File: config.mk
export PLATFORM = sky130hd
export DESIGN_NAME = pin_change_irq
export DESIGN_NICKNAME = d
export VERILOG_FILES = /design/src/rtl/pcd_pkg.sv /design/src/rtl/pcd_sync.sv /design/src/rtl/pcd_capture.sv /design/src/rtl/pcd_status.sv /design/src/rtl/pin_change_irq.sv
export SDC_FILE = /design/constraint.sdc
export NUM_CORES = 1
export LEC_CHECK = 0
export ABC_AREA = 1
export CORE_UTILIZATION = 43
export CTS_CLUSTER_SIZE = 20
export DETAILED_ROUTE_END_ITERATION = 8
export PLACE_DENSITY = 0.86
export SLEW_MARGIN = 20
export SYNTH_ARGS = -nofsm -noshare
export SYNTH_HDL_FRONTEND = slang
export SYNTH_SLANG_ARGS = --single-unit
export TNS_END_PERCENT = 10
File: constraint.sdc
create_clock -name clk -period 1.5 [get_ports clk]
set_clock_uncertainty 0.2 [all_clocks]
set_input_delay 0.15 -clock clk [delete_from_list [all_inputs] [get_ports clk]]
set_output_delay 0.15 -clock clk [all_outputs]
set_load 0.01 [all_outputs]
File: src/rtl/pcd_pkg.sv
package pcd_pkg;
   function automatic logic any_overlap(input logic [7:0] a, input logic [7:0] b);
      return |(a & b);
   endfunction
endpackage

File: src/rtl/pcd_sync.sv
module pcd_sync #(
   parameter int W      = 6,
   parameter int STAGES = 2
) (
   input  logic         clk,
   input  logic         rst_n,
   input  logic [W-1:0] d,
   output logic [W-1:0] q
);
   logic [W-1:0] stg [STAGES];

   for (genvar s = 0; s < STAGES; s++) begin : g_stage
      if (s == 0) begin : g_first
         always_ff @(posedge clk or negedge rst_n)
            if (!rst_n) stg[s] <= '0;
            else        stg[s] <= d;
      end else begin : g_next
         always_ff @(posedge clk or negedge rst_n)
            if (!rst_n) stg[s] <= '0;
            else        stg[s] <= stg[s-1];
      end
   end

   assign q = stg[STAGES-1];
endmodule

File: src/rtl/pcd_capture.sv
module pcd_capture #(
   parameter int N_PINS  = 6,
   parameter int N_TRACK = 4
) (
   input  logic               clk,
   input  logic               rst_n,
   input  logic [N_PINS-1:0]  sync_lvl,
   input  logic               cap_rd,
   output logic [N_PINS-1:0]  lvl_q,
   output logic [N_TRACK-1:0] flags_q,
   output logic [N_TRACK-1:0] change
);
   assign change = sync_lvl[N_TRACK-1:0] ^ lvl_q[N_TRACK-1:0];

   always_ff @(posedge clk or negedge rst_n)
      if (!rst_n) lvl_q <= '0;
      else        lvl_q <= sync_lvl;

   for (genvar n = 0; n < N_TRACK; n++) begin : g_flag
      always_ff @(posedge clk or negedge rst_n)
         if (!rst_n)         flags_q[n] <= 1'b0;
         else if (change[n]) flags_q[n] <= 1'b1;
         else if (cap_rd)    flags_q[n] <= 1'b0;
   end
endmodule

File: src/rtl/pcd_status.sv
module pcd_status #(
   parameter int N_TRACK = 4
) (
   input  logic               clk,
   input  logic               rst_n,
   input  logic [N_TRACK-1:0] change,
   input  logic [N_TRACK-1:0] flags_q,
   input  logic               cap_rd,
   input  logic               ctl_we,
   input  logic [N_TRACK-1:0] ctl_wdata,
   input  logic               irq_mask,
   output logic               status_q,
   output logic               irq
);
   import pcd_pkg::*;
   logic [N_TRACK-1:0] en_q;
   logic               set_ev;

   always_comb begin
      set_ev = |(change & en_q);
      if (ctl_we && any_overlap(8'(ctl_wdata), 8'(flags_q))) set_ev = 1'b1;
   end

   always_ff @(posedge clk or negedge rst_n)
      if (!rst_n)      en_q <= '0;
      else if (ctl_we) en_q <= ctl_wdata;

   always_ff @(posedge clk or negedge rst_n)
      if (!rst_n)      status_q <= 1'b0;
      else if (set_ev) status_q <= 1'b1;
      else if (cap_rd) status_q <= 1'b0;

   assign irq = status_q & irq_mask;
endmodule

File: src/rtl/pin_change_irq.sv
module pin_change_irq #(
   parameter int N_PINS      = 6,
   parameter int N_TRACK     = 4,
   parameter int SYNC_STAGES = 2
) (
   input  logic                   clk,
   input  logic                   rst_n,
   input  logic [N_PINS-1:0]      pin_in,
   input  logic                   cap_rd,
   output logic [2*N_TRACK-1:0]   cap_rdata,
   input  logic                   ctl_we,
   input  logic [N_TRACK-1:0]     ctl_wdata,
   input  logic                   irq_mask,
   output logic [N_PINS-1:0]      lvl_rdata,
   output logic                   chg_status,
   output logic                   irq
);
   if (N_TRACK < 1 || N_TRACK > N_PINS || N_TRACK > 8) begin : g_bad_track
      $error("N_TRACK must lie in 1..min(N_PINS,8)");
   end
   if (SYNC_STAGES < 1) begin : g_bad_sync
      $error("SYNC_STAGES must be at least 1");
   end

   logic [N_PINS-1:0]  sync_lvl;
   logic [N_PINS-1:0]  lvl_q;
   logic [N_TRACK-1:0] flags_q;
   logic [N_TRACK-1:0] change;

   pcd_sync #(.W(N_PINS), .STAGES(SYNC_STAGES)) u_sync (
      .clk(clk), .rst_n(rst_n), .d(pin_in), .q(sync_lvl));

   pcd_capture #(.N_PINS(N_PINS), .N_TRACK(N_TRACK)) u_cap (
      .clk(clk), .rst_n(rst_n), .sync_lvl(sync_lvl), .cap_rd(cap_rd),
      .lvl_q(lvl_q), .flags_q(flags_q), .change(change));

   pcd_status #(.N_TRACK(N_TRACK)) u_stat (
      .clk(clk), .rst_n(rst_n), .change(change), .flags_q(flags_q),
      .cap_rd(cap_rd), .ctl_we(ctl_we), .ctl_wdata(ctl_wdata),
      .irq_mask(irq_mask), .status_q(chg_status), .irq(irq));

   assign cap_rdata = {flags_q, lvl_q[N_TRACK-1:0]};
   assign lvl_rdata = lvl_q;
endmodule

== Word level (Yosys, flattened, before mapping) ==
Cells that the tools add are included.

* Multiplexer cells: 7
* Reductions and logical operators: 8
* Bitwise gates (word level): 4

{| class="wikitable"
|+ Operators with widths
! operator !! number
|-
| 2-bit nonzero test || 5
|-
| 4-bit AND || 2
|-
| 8-bit OR reduction || 1
|-
| 1-bit two-way mux || 7
|-
| 4-bit OR reduction || 1
|-
| 4-bit bitwise XOR || 1
|-
| 1-bit AND || 1
|-
| 1-bit logical AND || 1
|}

* Output and inout port bits: 16
* Flip-flop bits (word level): 27

== Longest topological paths before layout ==
Gate-level depths: netlist of the first run.

* Depth in word-level cells: 5
* Gate-level depth with buffers: 6

== By module ==
Synthesis of the first run repeated with hierarchy kept, for this count alone.

* Cells, all modules: 88
* Area, all modules: 980.9 um2

{| class="wikitable"
|+ By module, submodules not included
! module !! area an instance (um2) !! seq. area each (um2) !! instances !! cells each
|-
| pcd_capture || 364.1 || 250.2 || 1 || 39
|-
| pcd_sync || 345.3 || 300.3 || 1 || 18
|-
| pcd_status || 241.5 || 125.1 || 1 || 27
|-
| pin_change_irq || 30.0 || 0.0 || 1 || 4
|}

== Worst setup path before layout of the first run ==
OpenSTA, ideal clock, no wires.

* Path kind: register to register
* From: register u_cap.lvl_q[2]
* To: register u_stat.status_q
* Slack: 0.403 ns
* Arrival time: 0.779 ns
* Buffers on the path: 0
* Cell stages (with the launch flop): 5
* Required time: 1.181 ns
* Period minus slack after synthesis: 1.097 ns
* Cells stage by stage: dfrtp_1 xnor2_1 nor2_1 nor2_1 nand2_1

* Word-level cells in the longest chain between the ends: 5
* Elaborated cells on any way between the ends: 6
* Classes of those cells: mux (2); bitwise (2); reduce/logical (2)

{| class="wikitable"
|+ Ends and longest elaborated chain
! what !! line !! RTL
|-
| from (decl) || pcd_capture.sv:9 || <nowiki>output logic [N_PINS-1:0] lvl_q,</nowiki>
|-
| from (signal assigned) || pcd_capture.sv:17 || <nowiki>else lvl_q <= sync_lvl;</nowiki>
|-
| 4-bit bitwise XOR * || pcd_capture.sv:13 || <nowiki>assign change = sync_lvl[N_TRACK-1:0] ^ lvl_q[N_TRACK-1:0];</nowiki>
|-
| 4-bit AND * || pcd_status.sv:20 || <nowiki>set_ev = |(change & en_q);</nowiki>
|-
| 4-bit OR reduction * || pcd_status.sv:20 ||
|-
| 1-bit two-way mux * || pcd_status.sv:21 || <nowiki>if (ctl_we && any_overlap(8'(ctl_wdata), 8'(flags_q))) set_ev = 1'b1;</nowiki>
|-
| 1-bit two-way mux / 2-bit nonzero test (equally long branches) || -- ||
|-
| to (signal assigned) || pcd_status.sv:29 || <nowiki>if (!rst_n) status_q <= 1'b0;</nowiki>
|-
| to (signal assigned) || pcd_status.sv:30 || <nowiki>else if (set_ev) status_q <= 1'b1;</nowiki>
|-
| to (signal assigned) || pcd_status.sv:31 || <nowiki>else if (cap_rd) status_q <= 1'b0;</nowiki>
|-
| to (decl) || pcd_status.sv:12 || <nowiki>output logic status_q,</nowiki>
|}

Every way passes the cells marked *; elsewhere a longest branch is shown, timed or not.
A chain may end at the register's enable or synchronous reset.

== Worst setup path in the final report of the first run ==
* From: register u_stat.status_q
* To: output port irq

* Word-level cells in the longest chain between the ends: 1

{| class="wikitable"
|+ Ends and longest elaborated chain
! what !! line !! RTL
|-
| 1-bit AND || pcd_status.sv:33 || <nowiki>assign irq = status_q & irq_mask;</nowiki>
|-
| to (decl) || pin_change_irq.sv:16 || <nowiki>output logic irq</nowiki>
|}

Every way passes these cells.

==> flow_summary.ini, run 1 <==
[outcome]
status = finished, final reports clean

[synthesis]
synthArstFlopShare_pct = 100.0
synth_edf_count = 0
avgSynthCellArea_sq_um = 11.16
ys_ff_latch = 27
synthTopCellsByArea = dfrtp_1, nand2_1, inv_1
synth_top_area_cell = dfrtp_1
synth_top_area_share_pct = 72.97
synth_fp_nets = 98
yosysMostFrequentCell = nand2_1
synthMuxAreaShare_pct = 0
synth_warnings = 0
synth_simple_gate_area_share_pct = 15.41
syn_inst = 83
synth_area_sq_um = 925.9
synthAdderAreaFrac_pct = 0
ys_top_cells_by_count = nand2_1, dfrtp_1, inv_1
yosysUniqueCellTypes = 10
synth_xor_area_share_pct = 0.9459
synth_top_family_by_area = simple AND/OR/NAND/NOR gates
synth_compound_area_share_pct = 3.378
yosysSeqAreaShare_pct = 72.97
synthFlopType = dfrtp_1

[job]
max_cap_viol_count = 0

[global_route]
grt_pass1_vias = 617
antenna_found_initial = 0
grt-ovfl-total = 0
grt_max_degree = 28
grt_pass1_wl_mm = 2.511
grt_use_total_pct = 15.01

[timing]
relSlewSlack_pct = 78.50
max_freq_ghz = 0.7177
hold_viol_final = 0
finalSetupViolCount = 0
min_period_ns = 1.393
fin_hold_ws_ns = 0.05530
max_slew.worst_pin.slew_ns = 0.3224
maxSlewViolCount = 0
min_period_over_period_pct = 92.89
grt_setup_unrepaired = no

[pwr]
power.share.switching_pct = 23.48
power.density_nw_per_um2 = 1003
p_sw_uw = 297.1
power.share.clock_pct = 23.2
p_leak_uw = 0.0006350
comb_power_share_pct = 13.7
internal_power_uw = 968.5
vdd_ir_drop_max_mv = 0.8180
p_seq_share_pct = 63.2

[worst_setup_path]
critical_path.max_fanout = 3
worstPathArrival_ns = 1.04
critPathKind = flip-flop to output port
required_ns = 1.15
setup.worst_path.end = irq
end_kind = output port
cp-start-kind = flip-flop
r2r-end = u_stat.status_q
reg2regPathDepth = 4
timing.rr.start = u_cap.lvl_q[2]
crit_start = u_stat.status_q
rrSetupSlack_ns = 0.30

[clocking]
clockRootBuffer = clkbuf_4
clk_pin_slew_ns = 0.13
htreeDepth = 1
cts.sinks = 27
cts_buffer_depth = 2
clk_latency_ns = 0.31
cts_tree = built
cts_buffers = 3

[die]
core_region_area_sq_um = 2002
die_w_microns = 48.40
start_util_pct = 46.25
placementRows = 16
die_h_microns = 48.40
io_pins = 31
die-area_sq_um = 2343

[min_path]
hold_depth = 1
holdCritPathClass = input port to flip-flop

[finish]
drive_gt1_share_pct = 5.172
ff_latch_area_sq_um = 675.6
fill_cells = 175
diodes = 0
finalInstanceArea_sq_um = 1262
multi_input_area_sq_um = 182.7
final_nets = 132
area_growth_pct = 36.35

[drt]
avgViaCountPerCell = 4.552
detail_route.iter0.violations = 6
vias = 651
postRouteAntennaNets = 0
top_layer = met4
first_pass_iters = 4
wl_met3_microns = 75
wire_per_inst_microns = 11.04
wl_mm = 1.579
dr_wl_met2_microns = 819
drc = 0
wl_met1_microns = 598

[place]
gp_congestion = 0.7926
placed_cell_area_sq_um = 1237
place_hpwl_mm = 1.211
io_buffer_count = 30
## power by group through the flow
| stage | clock network, uW | registers, uW | logic (uW) |
|---|---|---|---|
| floorplan | 0 | 820 | 62.7 |
| global placement | 0 | 812 | 183 |
| detailed placement | 0 | 816 | 189 |
| CTS | 303 | 800 | 175 |
| global route | 326 | 806 | 192 |
| finish | 293 | 799 | 173 |
## cell type report
type / instances / share of cell area, %
flip-flops and latches: 27 / 53.52
repair buffers: 33 / 24.28
multi-input cells: 42 / 14.47
inverters: 10 / 2.973
well taps: 27 / 2.676
clock buffers: 4 / 2.081
## what timing repair did
item                                   CTS  global route
gates resized for setup                 16             1
setup buffers                            1             0
setup endpoints to repair               16             1
endpoints found under the hold margin   27             0
hold buffers                             1             0
## state kept, by name (all words and copies together), names as in the netlist
| signal | count |
|---|---|
| u_sync.stg | 6 |
| u_sync.q | 6 |
| u_stat.status_q | 1 |
| u_stat.en_q | 4 |
| u_cap.lvl_q | 6 |
| u_cap.flags_q | 4 |
## through the flow
stage / std cells / utilization (%) / TNS, ns / worst slack, ns / total power [uW]
final: 143 / 63.06 / 0 / 0.1066 / 1266
after global routing: 143 / 63.06 / 0 / 0.02954 / 1324
after CTS: 143 / 63.00 / 0 / 0.04009 / 1278
after detailed placement: 137 / 61.81 / -0.07253 / -0.07253 / 1005
after global placement: 137 / 61.81 / -0.05181 / -0.05181 / 994.8
after floorplan: 83 / - / 0 / 0.4028 / 882.9
## how the worst min path moves through the flow
| stage | startpoint | end | slack (ns) |
|---|---|---|---|
| 2_1_floorplan | rst_n | u_cap.flags_q[0] | -0.35 |
| 3_3_place_gp | u_sync.stg[9] | u_sync.q[3] | 0.13 |
| 3_5_place_dp | u_sync.q[5] | u_cap.lvl_q[5] | 0.14 |
| 4_1_cts | pin_in[4] | u_sync.stg[10] | 0.05 |
| 5_1_grt | pin_in[4] | u_sync.stg[10] | 0.04 |
| 6_report | pin_in[1] | u_sync.stg[7] | 0.06 |
## per-layer routing
metal	vias up	GRT usage (%)
met2	26	27.70
met3	8	1.887
met1	302	14.50
li1	315	-
met4	0	13.24
met5	-	0
## layout by cell type, fill, tap and decap left out, drive strengths merged, types with 2 or more instances in the layout
cell type      instances
a22o                   3
buf                    2
clkbuf                 4
clkdlybuf4s50         14
dfrtp                 27
dlygate4sd2           15
inv                   10
nand2                 29
nand3                  3
nor2                   5
## critical path, cell delays in order, from the launching register on
cell,delay (ns)
dfrtp_1,0.41
nand2_1,0.07
inv_1,0.03
clkdlybuf4s15_1,0.22
## cell families after synthesis
logic type             Yosys count
AND/OR/NAND/NOR                 37
XOR/XNOR                         1
buffers and inverters           14
AO/OA/AOI/OAI                    4
flip-flops                      27
(Power assumes the default switching activity.)
==> run 2, diff against run 1 <==
--- a/config.mk
+++ b/config.mk
@@ -7,7 +7,6 @@
 export LEC_CHECK = 0
 export ABC_AREA = 1
 export CORE_UTILIZATION = 43
-export CTS_CLUSTER_SIZE = 20
 export DETAILED_ROUTE_END_ITERATION = 8
 export PLACE_DENSITY = 0.86
 export SLEW_MARGIN = 20
==> results of run 2 <==
Final layout, timing and power as in run 1 (identical DEF).
==> run 3, diff against run 2 <==
--- a/config.mk
+++ b/config.mk
@@ -8,6 +8,7 @@
 export ABC_AREA = 1
 export CORE_UTILIZATION = 43
 export DETAILED_ROUTE_END_ITERATION = 8
+export MAX_ROUTING_LAYER = met4
 export PLACE_DENSITY = 0.86
 export SLEW_MARGIN = 20
 export SYNTH_ARGS = -nofsm -noshare
==> run 3 against run 2 <==
Net effect:
- critical path depth is the same
- non-clock buffer count unchanged
- hold slack about the same
- combinational power is essentially flat
- critical path type unchanged
- first-iteration DRC count did not move
- total power hardly changed
- largest power group unchanged
- clock power about the same
==> flow_summary.ini, run 3 (synthesis results as in run 1) <==
[timing]
grt_setup_unrepaired = no
hold_viol_final = 0
min_period_over_period_pct = 92.89
maxSlewViolCount = 0
finalSetupViolCount = 0
relSlewSlack_pct = 78.50
min_period_ns = 1.393
max_slew.worst_pin.slew_ns = 0.3225
max_freq_ghz = 0.7177
setup_tns_ns = 0

[clocking]
cts_buffer_depth = 2
htreeDepth = 1
clk_latency_ns = 0.31
cts_buffers = 3
cts.sinks = 27
clockRootBuffer = clkbuf_4
cts_tree = built
clk_pin_slew_ns = 0.13

[place]
io_buffer_count = 30
gp_congestion = 0.8038
dp.cells = 137
place_hpwl_mm = 1.211

[die]
start_util_pct = 46.25
die_w_microns = 48.40
die_h_microns = 48.40
core_region_area_sq_um = 2002
die-area_sq_um = 2343
io_pins = 31
placementRows = 16

[drt]
postRouteAntennaNets = 0
detail_route.iter0.violations = 6
vias = 651
wl_mm = 1.579
avgViaCountPerCell = 4.552
first_pass_iters = 4
wire_per_inst_microns = 11.04
drc = 0

[finish]
fill_cells = 175
drive_gt1_share_pct = 5.172
final_nets = 132
final_common_cell = nand2_1
final-instance-count-excl-fill = 143
area_growth_pct = 36.35
final_cell_mix = nand2_1, dfrtp_1, dlygate4sd2_1
diodes = 0

[job]
max_cap_viol_count = 0

[pwr]
p_seq_share_pct = 63.2
comb_power_share_pct = 13.7
power.share.clock_pct = 23.2
internal_power_uw = 968.5
p_leak_uw = 0.0006350
power_uw = 1266
vdd_ir_drop_max_mv = 0.8179
power.share.switching_pct = 23.48
power.density_nw_per_um2 = 1003
p_sw_uw = 297.1

[worst_setup_path]
rrSetupSlack_ns = 0.30
required_ns = 1.15
worstPathArrival_ns = 1.04
end_kind = output port
critical_path.max_fanout = 3
critPathKind = flip-flop to output port
cp-start-kind = flip-flop

[global_route]
grt_use_total_pct = 15.46
antenna_found_initial = 0
grt_pass1_wl_mm = 2.518
grt_max_degree = 28
grt_pass1_vias = 617
grt-ovfl-total = 0

[outcome]
status = finished, final reports clean

[min_path]
holdCritPathClass = input port to flip-flop
==> run 3: cell counts in the layout (fill, tap and decap cells not counted) <==
Identical to the previous run, type by type.
==> run 3: repair_timing <==
item,4_1_cts,5_1_grt
setup buffers,1,0
gates cloned,0,0
gates resized for setup,16,1
hold buffers,1,0
endpoints found under the setup margin,16,1
hold endpoints to repair,27,0
==> run 3: routing by layer <==
layer / vias to the layer above / track usage [%] / wire [microns]
met5: - / - / 0
met4: 0 / 13.24 / 85
met3: 8 / 1.887 / 75
met2: 26 / 27.70 / 819
met1: 302 / 14.50 / 598
li1: 315 / - / -
==> run 3: area by class of cell <==
class                           count  area (sq um)  area share, %
Tap cell                           27         33.78          2.676
Sequential cell                    27         675.6          53.52
Inverter                           10         37.54          2.973
Clock buffer                        4         26.28          2.081
Multi-Input combinational cell     42         182.7          14.47
Timing Repair Buffer               33         306.5          24.28
==> run 3: power by group through the flow <==
stage / registers [uW] / logic (uW) / clock network [uW]
2_1_floorplan: 820 / 62.7 / 0
3_3_place_gp: 812 / 183 / 0
3_5_place_dp: 816 / 189 / 0
4_1_cts: 800 / 175 / 303
5_1_grt: 806 / 192 / 326
6_report: 799 / 173 / 293
==> run 3: final timing paths <==
path	startpoint	end	depth (start not counted)
min	pin_in[1]	u_sync.stg[7]	1
min in group asynchronous	rst_n	u_stat.en_q[0]	3
min reg2reg	u_sync.q[5]	u_cap.lvl_q[5]	0
max reg2reg	u_cap.lvl_q[2]	u_stat.status_q	4
max in group asynchronous	rst_n	u_cap.lvl_q[3]	3
max	u_stat.status_q	irq	3
==> run 3: worst max-delay path: stages (launching register included) <==
cell	delay, ns
dfrtp_1	0.41
nand2_1	0.07
inv_1	0.03
clkdlybuf4s15_1	0.22
==> run 3: stage by stage <==
| stage | setup slack, ns | area, sq um | utilization [%] | hold WS, ns |
|---|---|---|---|---|
| 2_1_floorplan | 0.4028 | 925.9 | - | -0.3456 |
| 3_3_place_gp | -0.05181 | 1237 | 61.81 | 0.1330 |
| 3_5_place_dp | -0.07253 | 1237 | 61.81 | 0.1365 |
| 4_1_cts | 0.04009 | 1261 | 63.00 | 0.04681 |
| 5_1_grt | 0.02955 | 1262 | 63.06 | 0.04422 |
| 6_report | 0.1066 | 1262 | 63.06 | 0.05531 |
